File: src/rtl/nfcf_pkg.sv
// Shared definitions for the NFC-F deframer: receive states, the sync
// pattern, bit reversal and a single-byte CRC-16 (0x1021) update.
package nfcf_pkg;

    localparam logic [15:0] SYNC_PATTERN = 16'hB24D;
    localparam int          OCTET_W      = 8;

    typedef enum logic [2:0] {
        ST_IDLE,    // hunting, no sync attempt open
        ST_SEEK,    // hunting, sync attempt open
        ST_LEN,     // next frame byte is the length
        ST_BODY,    // collecting payload bytes
        ST_CHECK,   // collecting the two CRC bytes
        ST_HOLD     // frame complete, waiting for clear
    } rx_state_t;

    // Swap bit order so the earliest received bit becomes the MSB.
    function automatic logic [OCTET_W-1:0] bit_reverse(input logic [OCTET_W-1:0] v);
        logic [OCTET_W-1:0] r;
        for (int i = 0; i < OCTET_W; i++) r[i] = v[OCTET_W-1-i];
        return r;
    endfunction

    // Advance a CRC-16 (poly 0x1021) over one byte, MSB first.
    function automatic logic [15:0] crc16_step(input logic [15:0] c_in, input logic [7:0] d);
        logic [15:0] c;
        logic        fb;
        c = c_in;
        for (int i = 7; i >= 0; i--) begin
            fb = c[15] ^ d[i];
            c  = {c[14:0], 1'b0};
            if (fb) c = c ^ 16'h1021;
        end
        return c;
    endfunction

endpackage

File: src/rtl/nfcf_sync_hunt.sv
// Sync search over one incoming byte. It tests every bit position at
// which the 16-bit sync pattern can end inside the byte and reports the
// earliest match, together with how many bits of the byte follow the
// sync (the tail). Assumes the window holds the last 15 received bits,
// time ordered with the earliest in the MSB.
module nfcf_sync_hunt
    import nfcf_pkg::*;
(
    input  logic [14:0] win_q,      // previous 15 bits, time ordered
    input  logic [7:0]  bits_in,    // new byte, earliest bit in MSB
    output logic        hit,        // sync ends inside this byte
    output logic [2:0]  tail_bits,  // bits of this byte after the sync
    output logic [14:0] win_next    // window advanced by the full byte
);

    logic [22:0] joined;
    logic [8:1]  match;

    assign joined   = {win_q, bits_in};
    assign win_next = joined[14:0];

    // One comparator per bit count k consumed from the new byte.
    for (genvar k = 1; k <= 8; k++) begin : g_pos
        assign match[k] = (joined[23-k -: 16] == SYNC_PATTERN);
    end

    // Pick the earliest end position; tail is the bits left in the byte.
    always_comb begin
        hit       = 1'b0;
        tail_bits = 3'd0;
        for (int k = 8; k >= 1; k--) begin
            if (match[k]) begin
                hit       = 1'b1;
                tail_bits = 3'(8 - k);
            end
        end
    end

endmodule

File: src/rtl/nfcf_realign.sv
// Byte realignment. It keeps the previous input byte and forms a frame
// byte from the last `tail` bits of that byte followed by the leading
// bits of the current byte. Assumes input bytes are already bit reversed
// (earliest bit in MSB) and that tail is stable once sync is found.
module nfcf_realign (
    input  logic       clk,
    input  logic       rst_n,
    input  logic       in_valid,
    input  logic [7:0] in_bits,
    input  logic [2:0] tail,
    output logic [7:0] aligned
);

    logic [7:0]  prev_q;
    logic [15:0] pair;

    // Remember the last accepted byte for the next split.
    always_ff @(posedge clk) begin
        if (!rst_n)        prev_q <= '0;
        else if (in_valid) prev_q <= in_bits;
    end

    // Select the eight bits straddling the byte boundary.
    assign pair    = {prev_q, in_bits};
    assign aligned = pair[{1'b0, tail} +: 8];

endmodule

File: src/rtl/nfcf_crc_acc.sv
// CRC-16 accumulator over frame bytes. It restarts to zero when a new
// frame is synced and folds in one byte per enable. Assumes restart and
// enable are never high together.
module nfcf_crc_acc
    import nfcf_pkg::*;
(
    input  logic        clk,
    input  logic        rst_n,
    input  logic        restart,
    input  logic        en,
    input  logic [7:0]  data,
    output logic [15:0] crc_next
);

    logic [15:0] crc_q;

    assign crc_next = crc16_step(crc_q, data);

    // Hold the running remainder between frame bytes.
    always_ff @(posedge clk) begin
        if (!rst_n || restart) crc_q <= '0;
        else if (en)           crc_q <= crc_next;
    end

endmodule

File: src/rtl/nfcf_hunt_timer.sv
// Receive timeout counter. It counts cycles while `counting` is high and
// sets a sticky flag after LIMIT such cycles. clear zeroes both.
// Assumes LIMIT >= 1.
module nfcf_hunt_timer #(
    parameter int LIMIT = 4096,
    localparam int CNT_W = $clog2(LIMIT + 1)
) (
    input  logic clk,
    input  logic rst_n,
    input  logic clear,
    input  logic counting,
    output logic expired
);

    logic [CNT_W-1:0] cnt_q;

    // Count hunting cycles and latch expiry.
    always_ff @(posedge clk) begin
        if (!rst_n || clear) begin
            cnt_q   <= '0;
            expired <= 1'b0;
        end else if (counting && !expired) begin
            cnt_q <= cnt_q + 1'b1;
            if (cnt_q == CNT_W'(LIMIT - 1)) expired <= 1'b1;
        end
    end

endmodule

File: src/rtl/nfcf_deframer.sv
// NFC-F frame receiver. It hunts for the sync pattern at any bit offset,
// realigns later bytes, emits length, payload and CRC bytes, checks the
// CRC and holds the result until frame_clear. Assumes one input byte per
// rx_valid, with bit 0 earliest in time.
module nfcf_deframer
    import nfcf_pkg::*;
#(
    parameter int MAX_FRAME   = 260,
    parameter int TIMEOUT_CYC = 4096,
    localparam int LEN_W      = $clog2(MAX_FRAME + 1)
) (
    input  logic             clk,
    input  logic             rst_n,
    input  logic             rx_valid,
    input  logic [7:0]       rx_byte,
    input  logic             frame_clear,
    output logic             out_valid,
    output logic [7:0]       out_byte,
    output logic             frame_done,
    output logic [LEN_W-1:0] frame_len,
    output logic             crc_good,
    output logic             rx_timeout
);

    rx_state_t   state_q;
    logic [14:0] win_q;
    logic [2:0]  tail_q;
    logic [7:0]  rem_q;
    logic        crc_idx_q;

    logic [7:0]  rev_byte;
    logic        hunt_hit;
    logic [2:0]  hunt_tail;
    logic [14:0] win_next;
    logic [7:0]  aligned;
    logic [15:0] crc_next;
    logic        len_ok;
    logic        take;
    logic        crc_restart;
    logic        crc_en;

    assign rev_byte = bit_reverse(rx_byte);
    assign take     = rx_valid && !frame_clear;

    nfcf_sync_hunt u_hunt (
        .win_q     (win_q),
        .bits_in   (rev_byte),
        .hit       (hunt_hit),
        .tail_bits (hunt_tail),
        .win_next  (win_next)
    );

    nfcf_realign u_align (
        .clk      (clk),
        .rst_n    (rst_n),
        .in_valid (rx_valid),
        .in_bits  (rev_byte),
        .tail     (tail_q),
        .aligned  (aligned)
    );

    nfcf_crc_acc u_crc (
        .clk      (clk),
        .rst_n    (rst_n),
        .restart  (crc_restart),
        .en       (crc_en),
        .data     (aligned),
        .crc_next (crc_next)
    );

    nfcf_hunt_timer #(.LIMIT(TIMEOUT_CYC)) u_timer (
        .clk      (clk),
        .rst_n    (rst_n),
        .clear    (frame_clear),
        .counting (state_q == ST_IDLE || state_q == ST_SEEK),
        .expired  (rx_timeout)
    );

    // Length window check: at least 2, total size within MAX_FRAME.
    assign len_ok = (aligned >= 8'd2) &&
                    ((10'(aligned) + 10'd4) <= 10'(MAX_FRAME));

    // CRC restarts at sync and absorbs every emitted frame byte.
    assign crc_restart = take && (state_q == ST_SEEK) && hunt_hit;
    assign crc_en      = take && (((state_q == ST_LEN) && len_ok) ||
                                  (state_q == ST_BODY) || (state_q == ST_CHECK));

    // Receive state machine and output registers.
    always_ff @(posedge clk) begin
        if (!rst_n) begin
            state_q    <= ST_IDLE;
            win_q      <= '0;
            tail_q     <= '0;
            rem_q      <= '0;
            crc_idx_q  <= 1'b0;
            out_valid  <= 1'b0;
            out_byte   <= '0;
            frame_done <= 1'b0;
            frame_len  <= '0;
            crc_good   <= 1'b0;
        end else begin
            out_valid  <= 1'b0;
            frame_done <= 1'b0;
            if (frame_clear) begin
                state_q  <= ST_IDLE;
                win_q    <= '0;
                frame_len <= '0;
                crc_good <= 1'b0;
            end else if (rx_valid) begin
                unique case (state_q)
                    ST_IDLE: begin
                        if (rx_byte != 8'h00) begin
                            win_q   <= {7'd0, rev_byte};
                            state_q <= ST_SEEK;
                        end
                    end
                    ST_SEEK: begin
                        if (rx_byte == 8'h00) begin
                            state_q <= ST_IDLE;
                        end else if (hunt_hit) begin
                            tail_q  <= hunt_tail;
                            state_q <= ST_LEN;
                        end else begin
                            win_q <= win_next;
                        end
                    end
                    ST_LEN: begin
                        if (len_ok) begin
                            out_valid <= 1'b1;
                            out_byte  <= aligned;
                            frame_len <= LEN_W'(10'(aligned) + 10'd4);
                            rem_q     <= aligned - 8'd1;
                            state_q   <= ST_BODY;
                        end else begin
                            win_q   <= '0;
                            state_q <= ST_IDLE;
                        end
                    end
                    ST_BODY: begin
                        out_valid <= 1'b1;
                        out_byte  <= aligned;
                        rem_q     <= rem_q - 8'd1;
                        crc_idx_q <= 1'b0;
                        if (rem_q == 8'd1) state_q <= ST_CHECK;
                    end
                    ST_CHECK: begin
                        out_valid <= 1'b1;
                        out_byte  <= aligned;
                        if (crc_idx_q) begin
                            frame_done <= 1'b1;
                            crc_good   <= (crc_next == 16'h0000);
                            state_q    <= ST_HOLD;
                        end else begin
                            crc_idx_q <= 1'b1;
                        end
                    end
                    default: ;
                endcase
            end
        end
    end

endmodule

File: config.mk
export PLATFORM = sky130hd
export DESIGN_NAME = nfcf_deframer
export DESIGN_NICKNAME = d
export VERILOG_FILES = /design/src/rtl/nfcf_pkg.sv /design/src/rtl/nfcf_sync_hunt.sv /design/src/rtl/nfcf_realign.sv /design/src/rtl/nfcf_crc_acc.sv /design/src/rtl/nfcf_hunt_timer.sv /design/src/rtl/nfcf_deframer.sv
export SDC_FILE = /design/constraint.sdc
export NUM_CORES = 1
export LEC_CHECK = 0
export BUFFER_PORTS_ARGS = -buffer_cell sky130_fd_sc_hd__buf_2
export CORE_MARGIN = 4
export CORE_UTILIZATION = 60
export CTS_BUF_LIST = sky130_fd_sc_hd__clkbuf_8 sky130_fd_sc_hd__clkbuf_16
export DETAILED_ROUTE_END_ITERATION = 8
export MAX_ROUTING_LAYER = met4
export PLACE_DENSITY = 0.9
export SYNTH_ARGS = -nofsm -noshare
export SYNTH_HDL_FRONTEND = slang
export SYNTH_SLANG_ARGS = --single-unit
export TNS_END_PERCENT = 100
File: constraint.sdc
create_clock -name clk -period 5.5 [get_ports clk]
set_clock_uncertainty 0.05 [all_clocks]
set_input_delay 1.375 -clock clk [delete_from_list [all_inputs] [get_ports clk]]
set_output_delay 1.375 -clock clk [all_outputs]
set_load 0.03 [all_outputs]
==> results.toml <==
[outcome]
status = "finished, final reports clean"

[detailed_routing]
firstDrtPassIters = 5
drt-wirelength-per-cell_um = 17.7
drt-vias-per-instance = 6.40
ant_nets = 0
finalWirelength_um = 12000
vias = 4339
drt-initial-drc-count = 476
drc_errors = 0

[clock_tree]
cts_sinks = 87
h-tree-depth = 3
cts_setup_buffers = 0
ctsResizeCount = 0
cts_made_buffers = 9
cts_hold_buf = 0
root_buffer = "clkbuf_8"
worstSkewPairLatency_ns = 0.37
clk_path_buf_depth = 2
clk_pin_slew_worst_paths_ns = 0.09
cts_tree = "built"

[critical_path]
start_kind = "input port"
max_stage_delay_ns = 0.62
critPathTopFamily = "multiplexers"
path_cells = "buf_2 -> mux4_2 -> mux2i_2 -> inv_1 -> ha_1 -> o221a_2 -> nand3_1 -> nand4_1 -> mux2_2 -> nor2_1"
worstPathRequired_ns = 5.74
crit_fanout = 17
cp-end-kind = "flop"
setup.worst_path.class = "input port to flop"
critical_path_arrival_ns = 4.51
cp_slowest_cell = "nand4_1"
cp_num_buf_inv = 2

[synthesis]
syn_avg_cell_area_um2 = 9.03
netlist_instances = 559
synth_cell_types = 63
synth_edf_count = 0
yosysSeqAreaShare_pct = 34.5
ys_ff_latch = 87
ys_warn_count = 0
synth_top_area_cell = "dfxtp_1"
syn_area_mm2 = 0.00505
synth-main-ff-cell = "dfxtp_1"
synth.top_cell.area_share_pct = 34.5
synthArstFlopShare_pct = 0
syn-num-nets = 579
ys_top_cells_by_area = "dfxtp_1, mux2i_1, nor2_1, xnor2_1, nand2_1"

[power_and_ir_drop]
power_mw = 1.24
p_per_area_mw_per_mm2 = 231
ir_drop_uv = 148
p_leak_nw = 1.95

[placed_design]
port_buffers = 32
place_inst = 662
globalplace.congestion = 0.995
dp_hpwl_um = 8590

[grt]
first_global_vias = 4180
grt_overflow_total = 0
grt_pass1_wl_um = 20300
antenna_found_initial = 0
grt_start_max_net_pins = 38
grt_usage_pct = 25.7

[layout]
fin_util_pct = 65.2
area_growth_pct = 6.22
final_cells = 678
final_cell_mix = "dfxtp_1, nor2_1, mux2i_1"
diodes = 0
fin_nets = 588
layout_commonest_cell = "dfxtp_1"
drive_gt1_share_pct = 14.5

[timing]
post-route-period-util_pct = 77.7
slew_headroom_pct = 13.3
finalHoldViolCount = 0
worst_pin_slew_ns = 1.29
report.final.slew_viol_count = 0
setup_violations = 0
fin_setup_tns_ns = 0
min_period_ns = 4.28
max_freq_mhz = 234
rsz0062_at_grt = "false"

[die]
die_w_um = 99.7
rows = 33
die_area_mm2 = 0.00994
start_util_pct = 61.4
die_y_um = 99.7
fp.coreArea_mm2 = 0.00822
ios = 33

[run]
max_cap_viol_count = 0

[min_path]
min_path_type = "flop to flop"
sequential cells by signal, indices dropped and copies added (netlist names):
| name | flops |
|---|---|
| u_crc.crc_q | 16 |
| out_valid | 1 |
| rem_q | 8 |
| out_byte | 8 |
| win_q | 15 |
| u_timer.expired | 1 |
| frame_len | 9 |
| crc_idx_q | 1 |
| frame_done | 1 |
| u_align.prev_q | 7 |
| state_q | 3 |
| crc_good | 1 |
| u_timer.cnt_q | 13 |
| tail_q | 3 |
power breakdown:
| group | leakage (nW) | switching, mW | internal, mW |
|---|---|---|---|
| Sequential | 0.704 | 0.0125 | 0.640 |
| Clock | 0.0935 | 0.242 | 0.192 |
| Combinational | 1.15 | 0.0946 | 0.0588 |
synth_stat cells, types with 7 or more instances:
cell type  number
nand2b_1        7
buf_2           8
inv_1          13
xnor2_1        19
mux2_2         11
mux2i_1        42
nand3_1        26
clkbuf_1       20
nand4_1        10
o31ai_1        13
a211oi_1       10
o21ai_0        11
or3_1           8
nand2_1        36
ha_1            8
nor2_1         71
nor4bb_1        8
nor3_1         13
o211ai_1        8
o22ai_1         7
a21oi_1        18
xor2_1         14
dfxtp_1        87
through the flow:
step	area [um^2]	worst slack, ns	hold slack, ns
3_3_place_gp	5170	1.10	0.409
2_1_floorplan	5050	1.44	0.404
4_1_cts	5360	1.33	0.427
3_5_place_dp	5170	0.968	0.414
6_report	5360	1.22	0.426
5_1_grt	5360	1.09	0.454
routing by layer:
metal | global-route usage [%] | up-vias | share of wire, %
li1 | - | 2064 | -
met1 | 32.5 | 2092 | 43
met2 | 41.6 | 157 | 49
met3 | 4.28 | 26 | 6.2
met4 | 8.72 | 0 | 1.9
met5 | - | - | 0
worst min-delay path: cells and delay by family, from the launching register on:
family | cells | cell delay, ns
AOI/OAI and AO/OA | 1 | 0.06
and+or+nand+nor | 1 | 0.06
DFF | 1 | 0.32
path summary, 6_finish.rpt:
| check | from | depth (start not counted) | slack [ns] | endpoint |
|---|---|---|---|---|
| min reg2reg | frame_len[5] | 2 | 0.43 | frame_len[5] |
| max | rx_byte[1] | 10 | 1.22 | frame_len[8] |
| max reg2reg | tail_q[1] | 9 | 1.48 | frame_len[8] |
| min | frame_len[5] | 2 | 0.43 | frame_len[5] |
area by class of cell:
cell class                 instances  area [um^2]
multi-input combinational        422         3070
fill                             678         2860
sequential                        87         1740
timing repair buffer              34          175
clock buffer                      11          151
tap                              105          131
inverter                          14         52.6
clock inverter                     5         40.0
cell families after synthesis:
logic type	count (synthesis)	share of synthesized area, %
AO/OA/AOI/OAI	102	14.5
adder cells (fa/ha/maj)	8	1.98
AND/OR/NAND/NOR	213	22.2
flip-flops	87	34.5
XOR/XNOR	38	7.86
multiplexers	61	14.2
buffers and inverters	50	4.74
No activity file was read; power rests on OpenSTA's default activity.
